**src/rtl/arx_enc_pkg.sv**
```systemverilog
package arx_enc_pkg;

   // number of word lanes that perform add-rotate-xor in each round
   localparam int ARX_LANES = 3;

   // left-rotation amount of a lane; right rotations are expressed as W - n
   function automatic int lane_rol(input int lane, input int w);
      case (lane)
         0:       return 9;
         1:       return w - 5;
         default: return w - 3;
      endcase
   endfunction

endpackage

```
**src/rtl/arx_dly.sv**
```systemverilog
module arx_dly #(
   parameter int W     = 8,
   parameter int DEPTH = 1
) (
   input  logic         clk,
   input  logic [W-1:0] d,
   output logic [W-1:0] q
);

   if (DEPTH < 0) begin : g_bad_depth
      $error("arx_dly: DEPTH must not be negative");
   end

   generate
      if (DEPTH == 0) begin : g_wire
         assign q = d;
      end else begin : g_regs
         logic [W-1:0] stg [DEPTH];
         always_ff @(posedge clk) begin
            stg[0] <= d;
            for (int i = 1; i < DEPTH; i++) begin
               stg[i] <= stg[i-1];
            end
         end
         assign q = stg[DEPTH-1];
      end
   endgenerate

endmodule

```
**src/rtl/arx_lane.sv**
```systemverilog
module arx_lane #(
   parameter int W   = 32,
   parameter int ROL = 9
) (
   input  logic [W-1:0] xa,
   input  logic [W-1:0] xb,
   input  logic [W-1:0] ka,
   input  logic [W-1:0] kb,
   output logic [W-1:0] y
);

   if (ROL < 1 || ROL >= W) begin : g_bad_rol
      $error("arx_lane: ROL must lie in 1..W-1");
   end

   logic [W-1:0] sum;

   always_comb begin
      sum = (xa ^ ka) + (xb ^ kb);
      y   = (sum << ROL) | (sum >> (W - ROL));
   end

endmodule

```
**src/rtl/arx_round.sv**
```systemverilog
module arx_round #(
   parameter int W = 32
) (
   input  logic [4*W-1:0] x,
   input  logic [6*W-1:0] k,
   output logic [4*W-1:0] y
);
   import arx_enc_pkg::*;

   genvar i;
   generate
      for (i = 0; i < ARX_LANES; i++) begin : g_lane
         arx_lane #(
            .W   (W),
            .ROL (lane_rol(i, W))
         ) u_lane (
            .xa (x[i*W     +: W]),
            .xb (x[(i+1)*W +: W]),
            .ka (k[2*i*W   +: W]),
            .kb (k[(2*i+1)*W +: W]),
            .y  (y[i*W     +: W])
         );
      end
   endgenerate

   // last word takes the old first word unchanged
   assign y[3*W +: W] = x[0 +: W];

endmodule

```
**src/rtl/arx_ctrl.sv**
```systemverilog
module arx_ctrl #(
   parameter int ROUNDS   = 28,
   parameter int KEY_PIPE = 2,
   parameter int OUT_PIPE = 3,
   parameter int IDXW     = 5
) (
   input  logic            clk,
   input  logic            rst,
   input  logic            pt_valid,
   output logic            accept,
   output logic            busy,
   output logic            step,
   output logic            load_ct,
   output logic            done,
   output logic            rk_req,
   output logic [IDXW-1:0] rk_idx
);

   localparam int LAT  = ROUNDS + KEY_PIPE + OUT_PIPE;
   localparam int CNTW = $clog2(LAT + 1);
   localparam logic [CNTW-1:0] C_ROUNDS = CNTW'(ROUNDS);
   localparam logic [CNTW-1:0] C_KP     = CNTW'(KEY_PIPE);
   localparam logic [CNTW-1:0] C_STEPND = CNTW'(KEY_PIPE + ROUNDS);
   localparam logic [CNTW-1:0] C_LAST   = CNTW'(LAT - 1);

   if (CNTW < IDXW) begin : g_bad_idxw
      $error("arx_ctrl: counter narrower than the key index");
   end

   logic [CNTW-1:0] cnt;

   assign accept  = pt_valid & ~busy;
   assign rk_req  = busy && (cnt < C_ROUNDS);
   assign rk_idx  = rk_req ? cnt[IDXW-1:0] : '0;
   assign step    = busy && (cnt >= C_KP) && (cnt < C_STEPND);
   assign load_ct = busy && (cnt == C_LAST);

   always_ff @(posedge clk) begin
      if (rst) begin
         busy <= 1'b0;
         done <= 1'b0;
         cnt  <= '0;
      end else begin
         done <= 1'b0;
         if (busy) begin
            if (cnt == C_LAST) begin
               busy <= 1'b0;
               done <= 1'b1;
               cnt  <= '0;
            end else begin
               cnt <= cnt + 1'b1;
            end
         end else if (pt_valid) begin
            busy <= 1'b1;
            cnt  <= '0;
         end
      end
   end


   valid_pulse_chk: assert property (@(posedge clk) disable iff (rst)
      done |=> !done);


   busy_gap_chk: assert property (@(posedge clk) disable iff (rst)
      done |-> !busy);


   accept_busy_chk: assert property (@(posedge clk) disable iff (rst)
      (pt_valid && !busy) |=> busy);


   idx_step_chk: assert property (@(posedge clk) disable iff (rst)
      (rk_req && $past(rk_req)) |-> (rk_idx == $past(rk_idx) + 1'b1));


   req_first_chk: assert property (@(posedge clk) disable iff (rst)
      (pt_valid && !busy) |=> (rk_req && rk_idx == '0));

endmodule

```
**src/rtl/arx_block_encrypt.sv**
```systemverilog
module arx_block_encrypt #(
   parameter int WORD_W   = 32,
   parameter int ROUNDS   = 28,
   parameter int KEY_PIPE = 2,
   parameter int OUT_PIPE = 3,
   parameter int IDXW     = (ROUNDS > 1) ? $clog2(ROUNDS) : 1
) (
   input  logic                clk,
   input  logic                rst,
   input  logic                pt_valid,
   input  logic [4*WORD_W-1:0] pt_data,
   output logic                busy,
   output logic                rk_req,
   output logic [IDXW-1:0]     rk_idx,
   input  logic [6*WORD_W-1:0] rk_data,
   output logic                ct_valid,
   output logic [4*WORD_W-1:0] ct_data
);

   localparam int BLK_W = 4 * WORD_W;
   localparam int KEY_W = 6 * WORD_W;

   if (ROUNDS < 1) begin : g_bad_rounds
      $error("arx_block_encrypt: ROUNDS must be at least 1");
   end
   if (KEY_PIPE < 1) begin : g_bad_kp
      $error("arx_block_encrypt: KEY_PIPE must be at least 1");
   end
   if (OUT_PIPE < 1) begin : g_bad_op
      $error("arx_block_encrypt: OUT_PIPE must be at least 1");
   end
   if (WORD_W <= 9) begin : g_bad_w
      $error("arx_block_encrypt: WORD_W must exceed the largest rotation");
   end

   logic             accept, step, load_ct;
   logic [BLK_W-1:0] x_q, x_nxt, x_late, ct_q;
   logic [KEY_W-1:0] rk_q;

   arx_ctrl #(
      .ROUNDS   (ROUNDS),
      .KEY_PIPE (KEY_PIPE),
      .OUT_PIPE (OUT_PIPE),
      .IDXW     (IDXW)
   ) u_ctrl (
      .clk      (clk),
      .rst      (rst),
      .pt_valid (pt_valid),
      .accept   (accept),
      .busy     (busy),
      .step     (step),
      .load_ct  (load_ct),
      .done     (ct_valid),
      .rk_req   (rk_req),
      .rk_idx   (rk_idx)
   );

   // key registers between the key source and the adders
   arx_dly #(.W(KEY_W), .DEPTH(KEY_PIPE)) u_key_pipe (
      .clk (clk),
      .d   (rk_data),
      .q   (rk_q)
   );

   arx_round #(.W(WORD_W)) u_round (
      .x (x_q),
      .k (rk_q),
      .y (x_nxt)
   );

   always_ff @(posedge clk) begin
      if (accept) begin
         x_q <= pt_data;
      end else if (step) begin
         x_q <= x_nxt;
      end
   end

   // output stages; the last one is the held ciphertext register
   arx_dly #(.W(BLK_W), .DEPTH(OUT_PIPE - 1)) u_out_pipe (
      .clk (clk),
      .d   (x_q),
      .q   (x_late)
   );

   always_ff @(posedge clk) begin
      if (load_ct) begin
         ct_q <= x_late;
      end
   end

   assign ct_data = ct_q;


   ct_hold_chk: assert property (@(posedge clk) disable iff (rst)
      !ct_valid |-> $stable(ct_data));


   done_after_busy_chk: assert property (@(posedge clk) disable iff (rst)
      ct_valid |-> $past(busy));


   no_step_idle_chk: assert property (@(posedge clk) disable iff (rst)
      !busy |-> !rk_req);

endmodule

```
**config.mk**
```make
export PLATFORM = sky130hd
export DESIGN_NAME = arx_block_encrypt
export DESIGN_NICKNAME = d
export VERILOG_FILES = /design/src/rtl/arx_enc_pkg.sv /design/src/rtl/arx_dly.sv /design/src/rtl/arx_lane.sv /design/src/rtl/arx_round.sv /design/src/rtl/arx_ctrl.sv /design/src/rtl/arx_block_encrypt.sv
export SDC_FILE = /design/constraint.sdc
export NUM_CORES = 1
export LEC_CHECK = 0
export BUFFER_PORTS_ARGS = -buffer_cell sky130_fd_sc_hd__buf_2
export CORE_ASPECT_RATIO = 1.75
export CORE_MARGIN = 2
export CORE_UTILIZATION = 55
export CTS_BUF_LIST = sky130_fd_sc_hd__clkbuf_4
export CTS_CLUSTER_DIAMETER = 60
export CTS_CLUSTER_SIZE = 28
export DETAILED_ROUTE_END_ITERATION = 8
export HOLD_SLACK_MARGIN = 0.03
export PLACE_DENSITY = 0.88
export RECOVER_POWER = 25
export SYNTH_ARGS = -nofsm -noshare
export SYNTH_HDL_FRONTEND = slang
export SYNTH_HIERARCHICAL = 1
export SYNTH_SLANG_ARGS = --single-unit
```
**constraint.sdc**
```tcl
create_clock -name clk -period 19.7 [get_ports clk]
set_clock_uncertainty 0.2 [all_clocks]
set_input_delay 2.955 -clock clk [delete_from_list [all_inputs] [get_ports clk]]
set_output_delay 2.955 -clock clk [all_outputs]
set_load 0.03 [all_outputs]
```
# After elaboration in Yosys (flattened, before gate mapping)
# Memory sizes are Yosys's and may differ from the RTL's. A register that Yosys moved wholly into a read port is not among the register bits.
# Index checks and enable logic that the tools add are counted.
[word_totals]
regBits = 136
ramBits = 640
in_bits = 323
out_inout_bits = 136
wordCells = 42
mem_count = 2
[classes]
n_addsub = 4
n_lt_le_gt_ge = 3
eq_ne = 1
mux = 10
bitwise_logic = 11
reduce_logical = 7
[mem_list]
columns = ["name", "words", "word_bits", "read_ports", "rd_ports_with_merged_regs", "write_ports", "line", "source"]
rows = [
  ["u_key_pipe.g_regs.stg", 2, 192, 2, 0, 2, "arx_dly.sv:18", "logic [W-1:0] stg [DEPTH];"],
  ["u_out_pipe.g_regs.stg", 2, 128, 2, 1, 2, "arx_dly.sv:18", ""],
]
[ops]
columns = ["cell", "count"]
rows = [
  ["$mux W128", 2],
  ["$xor A32 B32 Y32", 6],
  ["$add A32 B32 Y32", 3],
  ["$or A32 B27 Y32", 1],
  ["$or A32 B29 Y32", 1],
  ["$or A32 B9 Y32", 1],
  ["$mux W6", 3],
  ["$lt A6 B5 Y1 const B", 2],
  ["$add A6 B1 Y6 const B", 1],
  ["$eq A6 B6 Y1 const B", 1],
  ["$ge A6 B2 Y1 const B", 1],
  ["$mux W5", 1],
  ["$logic_and A1 B1 Y1", 4],
  ["$mux W1", 4],
  ["$reduce_bool A2 Y1", 2],
  ["$reduce_or A2 Y1", 1],
  ["$and A1 B1 Y1", 1],
  ["$not A1 Y1", 1],
]

# Depth between registers and ports, before layout
# Gate-level depths: netlist (run 1).
[logic_depth]
ltp_word = 5
depth_mapped = 12
ltp_nobuf = 11

# Cells and area by module
# Netlist (run 1), hierarchy kept.
[modules_own_cells]
columns = ["mod", "n_inst", "cells_each", "area_per_inst_um2", "seq_area_each_um2"]
rows = [
  ["arx_block_encrypt", 1, 399, 9286.4, 7687.4],
  ["arx_dly (u_key_pipe)", 1, 576, 9128.8, 7687.4],
  ["arx_dly (u_out_pipe)", 1, 384, 6085.8, 5124.9],
  ["arx_lane (u_round.g_lane[1].u_lane)", 1, 303, 2279.7, 0.0],
  ["arx_lane (u_round.g_lane[2].u_lane)", 1, 304, 2254.7, 0.0],
  ["arx_lane (u_round.g_lane[0].u_lane)", 1, 286, 2132.0, 0.0],
  ["arx_ctrl", 1, 61, 485.5, 160.2],
  ["arx_round", 1, 32, 240.2, 0.0],
]

# Worst setup path before layout (run 1)
# No wires, ideal clock.
[synth_timing]
kind = "register to register"
startpoint = "register u_ctrl.cnt[2]"
endpoint = "register ct_q[0], in the netlist ct_data[0] (read register of u_out_pipe.g_regs.stg), enable pin"
setup_time_ps = 592
arrival_ps = 5712
required_ps = 18908
setup_slack_ps = 13196
stages_incl_launch_ff = 3
n_path_buf = 0
synth_period_minus_slack_ps = 6504
cell_sequence = "dfxtp_1 or3_1 nor3_2"
[synth_between]
elab_chain_cells = 2
[synth_lines]
columns = ["element", "line", "source"]
rows = [
  ["start: declaration", "arx_ctrl.sv:30", "logic [CNTW-1:0] cnt;"],
  ["start signal: assignment", "arx_ctrl.sv:51", "cnt <= cnt + 1'b1;"],
  ["$eq A6 B6 Y1", "arx_ctrl.sv:36", "assign load_ct = busy && (cnt == C_LAST);"],
  ["$logic_and A1 B1 Y1", "arx_ctrl.sv:36", ""],
  ["net load_ct", "arx_block_encrypt.sv:36", "logic accept, step, load_ct;"],
  ["end: declaration", "arx_block_encrypt.sv:37", "logic [BLK_W-1:0] x_q, x_nxt, x_late, ct_q;"],
]
# The timed path passes the listed nets, and every way through them passes these cells.
# A chain may end at the register's enable or synchronous reset.

# Worst setup path in the final report (run 1)
[layout_timing]
startpoint = "register u_ctrl.busy"
endpoint = "output port rk_idx[3]"
[layout_between]
elab_chain_cells = 2
[layout_lines]
columns = ["element", "line", "source"]
rows = [
  ["start: declaration", "arx_ctrl.sv:11", "output logic busy,"],
  ["start signal: assignment", "arx_ctrl.sv:40", "busy <= 1'b0;"],
  ["start signal: assignment", "arx_ctrl.sv:47", "busy <= 1'b0;"],
  ["start signal: assignment", "arx_ctrl.sv:54", "busy <= 1'b1;"],
  ["$logic_and A1 B1 Y1", "arx_ctrl.sv:33", "assign rk_req = busy && (cnt < C_ROUNDS);"],
  ["$mux W5", "arx_ctrl.sv:34", "assign rk_idx = rk_req ? cnt[IDXW-1:0] : '0;"],
  ["end: declaration", "arx_block_encrypt.sv:14", "output logic [IDXW-1:0] rk_idx,"],
]
# No other way between the ends.

==> run_results.csv, run 1 <==
group,metric,value,unit
status,outcome,"complete, no violations",
clock_tree,cts.sinks,904,
clock_tree,insertion_delay,0.89,ns
clock_tree,path_clk_slew,0.27,ns
power_and_ir_drop,ir_worst_vdd,0.117,mV
critical_path,setup.worst_path.start_class,"flop",
final_layout,fill_cells,4475,
critical_path,required,16.55,ns
clock_tree,clock_path_buffers,3,
clock_tree,htreeDepth,2,
drt,antenna_left,0,
timing,setup_viol,0,
timing,fin_crit,5.47,ns
drt,drt_iter0_markers,989,
floorplan,die_x,186,µm
synthesis,yosys-top-cells-count,"dfxtp_1, buf_4, edfxtp_1",
synthesis,synth_most_common_cell,"dfxtp_1",
drt,drt_wl_total,73900,µm
clock_tree,post_cts_resized,0,
drt,first_pass_iters,5,
timing,max_freq,0.183,GHz
critical_path,worstPathMaxFanout,16,
drt,routed_via_density,5.20,
run,maxCapViolCount,0,
floorplan,die_area,60000,µm²
timing,drv_slew,0,
synthesis,synth_area_leaders,"dfxtp_1, edfxtp_1, buf_4",
power_and_ir_drop,leakagePower,13.7,nW
clock_tree,numCtsBuffers,42,
critical_path,path_class,"reg2out",
synthesis,synth_top_area_share,40.7,%
hold_path,hold_class,"reg2reg",
drt,wl_per_cell,22.5,µm
clock_tree,root_buffer,"clkbuf_4",
synthesis,netlist_area,31900,µm²
global_routing,grt_max_degree,70,
global_routing,grt_usage,24.2,%
synthesis,synth_nets,2766,
final_layout,final_area,33000,µm²
final_layout,drive_above_1_share,28.0,%
synthesis,synth_edf_count,256,
floorplan,ioPinCount,459,
final_layout,area_delta_synth_final,3.50,%
synthesis,avgSynthCellArea,13.6,µm²
critical_path,worstPathArrival,2.32,ns
global_routing,grt_pass1_wl,105000,µm
synthesis,ys_ff_latch,904,
placement,hpwlAfterDp,57800,µm
synthesis,netlist_instances,2345,
timing,finalCritPeriodShare,27.8,%
critical_path,endpoint_kind,"output port",
clock_tree,postCtsHoldBufs,0,
placement,post_dp_cell_area,32300,µm²
placement,place_ws,13.88,ns
global_routing,grt_overflow,0,
timing,worst_pin_slew,1.04,ns
placement,port_buffers,458,
floorplan,num_rows,116,
synthesis,synth.largest_area_cell,"dfxtp_1",
synthesis,ys_async_sr_fraction,0,%
drt,drt_drc_violations_left,0,
timing,rsz0062_at_grt,"no",
power_and_ir_drop,p_per_area,170,nW/µm²
final_layout,nNetsFinal,2886,
clock_tree,post_cts_buffers,0,
drt,vias,17100,
timing,holdWs,0.0906,ns
synthesis,synth.distinct_cells,76,
placement,gp_congestion,0.906,
clock_tree,cts_tree,"done",
synthesis,postSynth.topFlopCell,"dfxtp_1",
synthesis,ys_warn_count,6,
global_routing,antenna_found_initial,25,
final_layout,post-route-util,57.6,%
timing,worst_slack,14.23,ns
timing,hold_viol_final,0,
floorplan,start_util,55.6,%
synthesis,ys_seq_area_share,64.8,%
floorplan,coreArea,57300,µm²
timing,max_slew_margin,30.6,%
global_routing,grt_pass1_vias,17400,
timing,tns,0,ns
floorplan,die-height,323,µm
## critical path, cell delays in order (launching register included)
cell      delay [ns]
dfxtp_1         0.70
nand2b_1        0.22
nor2_1          0.20
and2_1          0.16
buf_2           0.19
## flip-flops by register name, indices dropped and copies added (netlist names)
register,count
u_out_pipe/g_regs.stg,256
ct_data,128
u_ctrl/busy,1
u_ctrl/cnt,6
u_ctrl/done,1
x_q,128
u_key_pipe/g_regs.stg,384
## stage by stage
stage | power [mW] | instances
floorplan | 4.36 | 2345
global placement | 4.85 | 3188
detailed placement | 4.93 | 3188
CTS | 5.63 | 3263
global route | 5.92 | 3278
finish | 5.62 | 3280
## routing by layer
layer,part of all wire [%],vias to the layer above,global-route usage [%],routed length [µm]
li1,-,8010,-,-
met1,37,8101,27.1,27100
met3,6.0,182,4.10,4430
met4,5.3,20,12.3,3890
met2,52,746,43.8,38400
met5,0.17,-,0,124
## final timing paths
kind | from | endpoint | slack, ns | depth (start not counted)
worst max register to register | x_q[65] | x_q[92] | 15.11 | 10
worst min-delay path | u_out_pipe/g_regs.stg[0][39] | u_out_pipe/g_regs.stg[0][167] | 0.09 | 0
worst max-delay path | u_ctrl/busy | rk_idx[3] | 14.23 | 4
worst min register to register | u_out_pipe/g_regs.stg[0][39] | u_out_pipe/g_regs.stg[0][167] | 0.09 | 0
## power breakdown
| group | switching [mW] | internal (mW) |
|---|---|---|
| logic | 1.32 | 0.950 |
| registers | 0.248 | 2.40 |
| clock network | 0.539 | 0.167 |
| total | 2.10 | 3.51 |
## final cells by class
cell class / count / area (µm²) / share of cell area [%]
clock inverters: 11 / 161 / 0.489
flip-flops and latches: 904 / 20700 / 62.6
well taps: 767 / 960 / 2.91
clock buffers: 64 / 480 / 1.46
inverters: 20 / 75.1 / 0.227
multi-input cells: 1031 / 8280 / 25.1
repair buffers: 466 / 2350 / 7.13
diodes: 17 / 42.5 / 0.129
## layout by cell type (no fill, tap or decap), types with 9 or more instances in the layout
master and instances:
o21bai_1 9, dfxtp_1 648, clkbuf_4 64, nor2_1 42, a21o_1 41, a21oi_1 95
xor2_1 223, a31oi_1 16, nand4_1 9, edfxtp_1 256, mux2_2 129, inv_1 20
a211oi_1 14, nand3_1 31, ha_1 95, o211ai_1 9, nand2_1 65, xnor2_1 50
diode_2 17, buf_2 458, o21ai_1 14, nor3_1 22, o21ai_0 40
## cells by family after synthesis
kind of cell    share of synthesized area [%]
simple gates                             3.57
mux                                      4.59
fa+ha+maj                                3.92
compound gates                           6.31
buf+inv                                  9.34
xor+xnor                                 7.50
flops                                    64.8
(Power assumes the default switching activity.)
==> run 2, diff against run 1 <==
==> constraint.sdc (replaced) <==
create_clock -name clk -period 5.5 [get_ports clk]
set_clock_uncertainty 0.2 [all_clocks]
set_input_delay 0.825 -clock clk [delete_from_list [all_inputs] [get_ports clk]]
set_output_delay 0.825 -clock clk [all_outputs]
set_load 0.03 [all_outputs]
==> run 2 against run 1 <==
Compared with the run above:
- global-route usage is 4.0 points higher
- total power grew to 3.7 times the previous value
- non-clock buffer count is 317 higher
- sequential share of layout area is 5.6 points lower
- die area stayed put
- final area is 9.7% higher
- critical path depth is 7 higher
- first-iteration DRC count is 18% higher
- core utilization is 5.6 points higher
- clock-buffer cell count is 2 lower
==> run_results.csv, run 2 (synthesis gave the netlist of run 1 again) <==
group,metric,value,unit
status,outcome,"complete, no violations",
critical_path,setup.worst_path.start_class,"flop",
timing,drv_slew,0,
clock_tree,cts_tree,"done",
placement,hpwlAfterDp,58000,µm
floorplan,coreArea,57300,µm²
drt,vias,18800,
timing,finalCritPeriodShare,79.6,%
critical_path,slowest_delay,0.51,ns
timing,rsz0062_at_grt,"no",
power_and_ir_drop,ir_worst_vdd,0.433,mV
drt,routed_via_density,5.23,
drt,drt_iter0_markers,1165,
drt,wl_per_cell,23.9,µm
final_layout,largest_register_ffs,384,
clock_tree,root_buffer,"clkbuf_4",
drt,first_pass_iters,5,
power_and_ir_drop,p_per_area,571,nW/µm²
critical_path,cp_slowest_cell,"edfxtp_1",
clock_tree,post_cts_resized,0,
floorplan,die_x,186,µm
clock_tree,path_clk_slew,0.27,ns
timing,fin_crit,4.38,ns
clock_tree,insertion_delay,0.89,ns
final_layout,area_delta_synth_final,13.6,%
power_and_ir_drop,leakagePower,15.0,nW
hold_path,hold_class,"reg2reg",
clock_tree,cts.sinks,904,
clock_tree,numCtsBuffers,42,
final_layout,post-route-util,63.2,%
critical_path,crit_chain,"xor2_1 -> ha_1 -> fa_1 -> a21o_1 -> a221oi_2 -> o211ai_1 -> a31oi_1 -> nor4_1 -> or4_1 -> and4_1 -> mux2_2",
drt,drt_wl_total,85800,µm
timing,max_slew_margin,25.8,%
timing,tns,0,ns
timing,max_freq,0.228,GHz
clock_tree,htreeDepth,2,
critical_path,worstPathArrival,4.85,ns
global_routing,grt_max_degree,130,
timing,setup_viol,0,
placement,gp_congestion,0.956,
timing,hold_viol_final,0,
critical_path,worstPathMaxFanout,4,
final_layout,largest_register,"u_key_pipe/g_regs.stg",
floorplan,start_util,55.6,%
final_layout,final_cell_mix,"dfxtp_1, buf_2, dlygate4sd3_1, edfxtp_1, xor2_1",
critical_path,crit_buf_inv,0,
drt,drt_drc_violations_left,0,
critical_path,crit_family,"compound AO/OA/AOI/OAI gates",
clock_tree,clock_path_buffers,3,
floorplan,ioPinCount,459,
drt,antenna_left,0,
floorplan,die_area,60000,µm²
floorplan,die-height,323,µm
placement,place_ws,1.25,ns
placement,port_buffers,458,
final_layout,final_common_cell,"dfxtp_1",
final_layout,reg_top3,"u_key_pipe/g_regs.stg: 384 flops, u_out_pipe/g_regs.stg: 256 flops",
final_layout,drive_above_1_share,24.8,%
global_routing,grt_pass1_wl,123000,µm
timing,worst_pin_slew,1.10,ns
timing,worst_slack,1.12,ns
floorplan,num_rows,116,
critical_path,endpoint_kind,"flop",
global_routing,grt_usage,28.3,%
final_layout,nNetsFinal,3203,
critical_path,required,5.97,ns
global_routing,grt_overflow,0,
critical_path,path_class,"reg2reg",
run,maxCapViolCount,0,
global_routing,grt_pass1_vias,20000,
global_routing,antenna_found_initial,6,
final_layout,fill_cells,3948,
## run 2: cell count changes in the layout (fill, tap and decap cells not counted), sizes merged
cell	delta
buf	-2
bufinv	+1
clkbuf	-2
clkinv	+3
diode	-10
dlygate4sd3	+319
## run 2: layout make-up
cell class	instances	area, µm²	area share (%)
Antenna cell	7	17.5	0.0484
Clock buffer	62	465	1.29
Clock inverter	15	205	0.567
Inverter	20	75.1	0.207
Multi-Input combinational cell	1031	8270	22.8
Sequential cell	904	20700	57.0
Tap cell	767	960	2.65
Timing Repair Buffer	783	5570	15.4
## run 2: worst register-to-register path: cells and delay by family, from the launching register on
kind / cells / cell delay [ns]
compound gates: 4 / 1.31
xor+xnor: 1 / 0.19
fa+ha+maj: 2 / 0.82
flops: 1 / 0.51
mux: 1 / 0.25
simple gates: 3 / 0.92
## run 2: repair_timing
action,CTS,global route
setup endpoints to repair,0,0
endpoints found under the hold margin,323,2
buffers inserted,0,0
hold buffers,317,2
## run 2: per-layer routing
layer  up-vias  routed length [µm]  GRT usage (%)
li1       8636                   -              -
met1      9046               31100           30.6
met2       853               44700           51.6
met3       247                4080           3.52
met4         4                5890           17.6
met5         -                  23              0
## run 2: worst paths after layout
check | from | end | slack [ns] | cells past startpoint
max | x_q[96] | x_q[89] | 1.12 | 11
min | u_key_pipe/g_regs.stg[0][37] | u_key_pipe/g_regs.stg[0][229] | 0.1 | 0
max reg2reg | x_q[96] | x_q[89] | 1.12 | 11
min reg2reg | u_key_pipe/g_regs.stg[0][37] | u_key_pipe/g_regs.stg[0][229] | 0.1 | 0
## run 2: metrics by stage
step	instances	power (mW)	area [µm²]	hold WS (ns)
final	3589	20.7	36200	0.0973
after global routing	3585	21.7	36200	0.0533
after CTS	3580	20.4	36200	0.0300
after detailed placement	3186	17.7	32300	0.112
after global placement	3186	17.5	32300	0.110
after floorplan	2345	15.6	31900	0.110
## run 2: power breakdown
part / leakage [nW] / internal (mW) / switching [mW]
Combinational: 6.82 / 3.57 / 4.94
Clock: 0.388 / 0.630 / 2.01
Sequential: 7.84 / 8.59 / 0.937
Total: 15.0 / 12.8 / 7.89
==> run 3, diff against run 2 <==
==> constraint.sdc (replaced) <==
create_clock -name clk -period 4.3 [get_ports clk]
set_clock_uncertainty 0.2 [all_clocks]
set_input_delay 0.645 -clock clk [delete_from_list [all_inputs] [get_ports clk]]
set_output_delay 0.645 -clock clk [all_outputs]
set_load 0.03 [all_outputs]
==> run 3 against run 2 <==
Compared with the run above:
- clock power is 33% higher
- total power grew 29%
- worst hold slack improved by 0.015 ns
==> run_results.csv, run 3 (synthesis gave the netlist of run 1 again) <==
group,metric,value,unit
drt,drt_wl_total,85800,µm
drt,drt_drc_violations_left,0,
global_routing,grt_pass1_wl,123000,µm
critical_path,setup.worst_path.start_class,"flop",
critical_path,endpoint_kind,"flop",
final_layout,nNetsFinal,3216,
final_layout,multi_input_area,8280,µm²
run,maxCapViolCount,0,
global_routing,grt_overflow,0,
critical_path,slowest_delay,0.52,ns
power_and_ir_drop,p_total,26.7,mW
drt,antenna_left,0,
critical_path,worstPathArrival,4.60,ns
status,outcome,"complete, no violations",
final_layout,area_delta_synth_final,14.1,%
drt,wl_per_cell,23.8,µm
final_layout,largest_register,"u_key_pipe/g_regs.stg",
critical_path,cp_slowest_cell,"edfxtp_1",
critical_path,required,4.73,ns
timing,fin_crit,4.17,ns
final_layout,final_common_cell,"dfxtp_1",
global_routing,grt_pass1_vias,20200,
clock_tree,clock_path_buffers,3,
drt,vias,18900,
critical_path,worstPathMaxFanout,4,
final_layout,fin_cells,3609,
global_routing,grt_usage,28.3,%
floorplan,die_area,60000,µm²
floorplan,die-height,323,µm
timing,max_freq,0.240,GHz
floorplan,die_x,186,µm
final_layout,fill_cells,3983,
critical_path,path_class,"reg2reg",
hold_path,hold_class,"reg2reg",
power_and_ir_drop,leakagePower,15.0,nW
timing,hold_viol_final,0,
critical_path,crit_chain,"xor2_1 -> ha_1 -> fa_1 -> a21o_1 -> a221oi_2 -> buf_4 -> o211ai_1 -> a31oi_2 -> nor4_1 -> or4_1 -> and4_1 -> mux2_2",
timing,tns,0,ns
floorplan,num_rows,116,
timing,max_slew_margin,33.3,%
final_layout,final_cell_mix,"dfxtp_1, buf_2, dlygate4sd3_1, edfxtp_1, xor2_1",
clock_tree,htreeDepth,2,
clock_tree,root_buffer,"clkbuf_4",
clock_tree,cts.sinks,904,
timing,finalCritPeriodShare,97.1,%
clock_tree,cts_tree,"done",
placement,port_buffers,458,
clock_tree,insertion_delay,0.91,ns
clock_tree,numCtsBuffers,44,
final_layout,reg_top3,"u_key_pipe/g_regs.stg: 384 flops, u_out_pipe/g_regs.stg: 256 flops",
floorplan,ioPinCount,459,
timing,setup_viol,0,
final_layout,drive_above_1_share,23.9,%
timing,drv_slew,0,
drt,drt_iter0_markers,1190,
power_and_ir_drop,ir_worst_vdd,0.550,mV
global_routing,antenna_found_initial,9,
clock_tree,path_clk_slew,0.29,ns
placement,hpwlAfterDp,58400,µm
placement,placedCellCount,3193,
final_layout,register_area,20700,µm²
drt,first_pass_iters,5,
drt,routed_via_density,5.23,
timing,worst_pin_slew,0.991,ns
final_layout,largest_register_ffs,384,
floorplan,start_util,55.6,%
floorplan,coreArea,57300,µm²
placement,gp_congestion,0.942,
power_and_ir_drop,p_per_area,734,nW/µm²
global_routing,grt_max_degree,129,
timing,rsz0062_at_grt,"no",
run 3: cell types whose count changed in the layout (fill, tap and decap cells not counted), moves of 4 or more:
cell / change
buf_4: +6
clkbuf_4: +4
buf_2: -36
dlygate4sd3_1: +4
diode_2: +6
clkbuf_1: +33
run 3: layout make-up:
cell class / count / share of cell area (%)
clock inverters: 14 / 0.705
flip-flops and latches: 904 / 56.8
multi-input cells: 1031 / 22.8
inverters: 20 / 0.206
repair buffers: 794 / 15.5
well taps: 767 / 2.64
clock buffers: 66 / 1.36
diodes: 13 / 0.0894
run 3: path summary, 6_finish.rpt:
path / from / end / slack (ns) / depth (start not counted)
max: x_q[64] / x_q[89] / 0.13 / 12
min reg2reg: u_out_pipe/g_regs.stg[0][9] / u_out_pipe/g_regs.stg[0][137] / 0.11 / 0
max reg2reg: x_q[64] / x_q[89] / 0.13 / 12
min: u_out_pipe/g_regs.stg[0][9] / u_out_pipe/g_regs.stg[0][137] / 0.11 / 0
run 3: repair_timing:
action / 4_1_cts / 5_1_grt
setup endpoints to repair: 0 / 1
gates resized for setup: 0 / 1
endpoints found under the hold margin: 328 / 0
hold buffers: 323 / 0
buffers inserted: 0 / 0
run 3: per-stage QoR:
stage | instance area (µm²) | hold slack, ns | util (%) | worst slack, ns
global placement | 32400 | 0.110 | 56.5 | 0.273
global route | 36400 | 0.0870 | 63.5 | 0.0130
floorplan | 31900 | 0.110 | - | -0.202
detailed placement | 32400 | 0.112 | 56.5 | 0.227
CTS | 36400 | 0.0834 | 63.5 | 0.187
finish | 36400 | 0.112 | 63.5 | 0.125
run 3: metal layers:
metal  vias to the layer above  global-route usage, %  wire length, µm
met2                       887                   51.5            44500
met5                         -                      0               27
met4                         4                   17.8             5960
li1                       8661                      -                -
met3                       226                   3.53             4250
met1                      9093                   30.8            31100
run 3: worst max-delay path: cells and delay by family, from the launching register on:
kind	cells	cell delay (ns)
adder cells (fa/ha/maj)	2	0.83
AO/OA/AOI/OAI	4	0.89
XOR/XNOR	1	0.19
multiplexers	1	0.25
flip-flops	1	0.52
AND/OR/NAND/NOR	3	0.85
buffers and inverters	1	0.18
run 3: power breakdown:
part	switching, mW	internal (mW)	total (mW)
sequential	1.18	11.0	12.2
clock	2.65	0.874	3.52
combinational	6.40	4.61	11.0
total	10.2	16.5	26.7
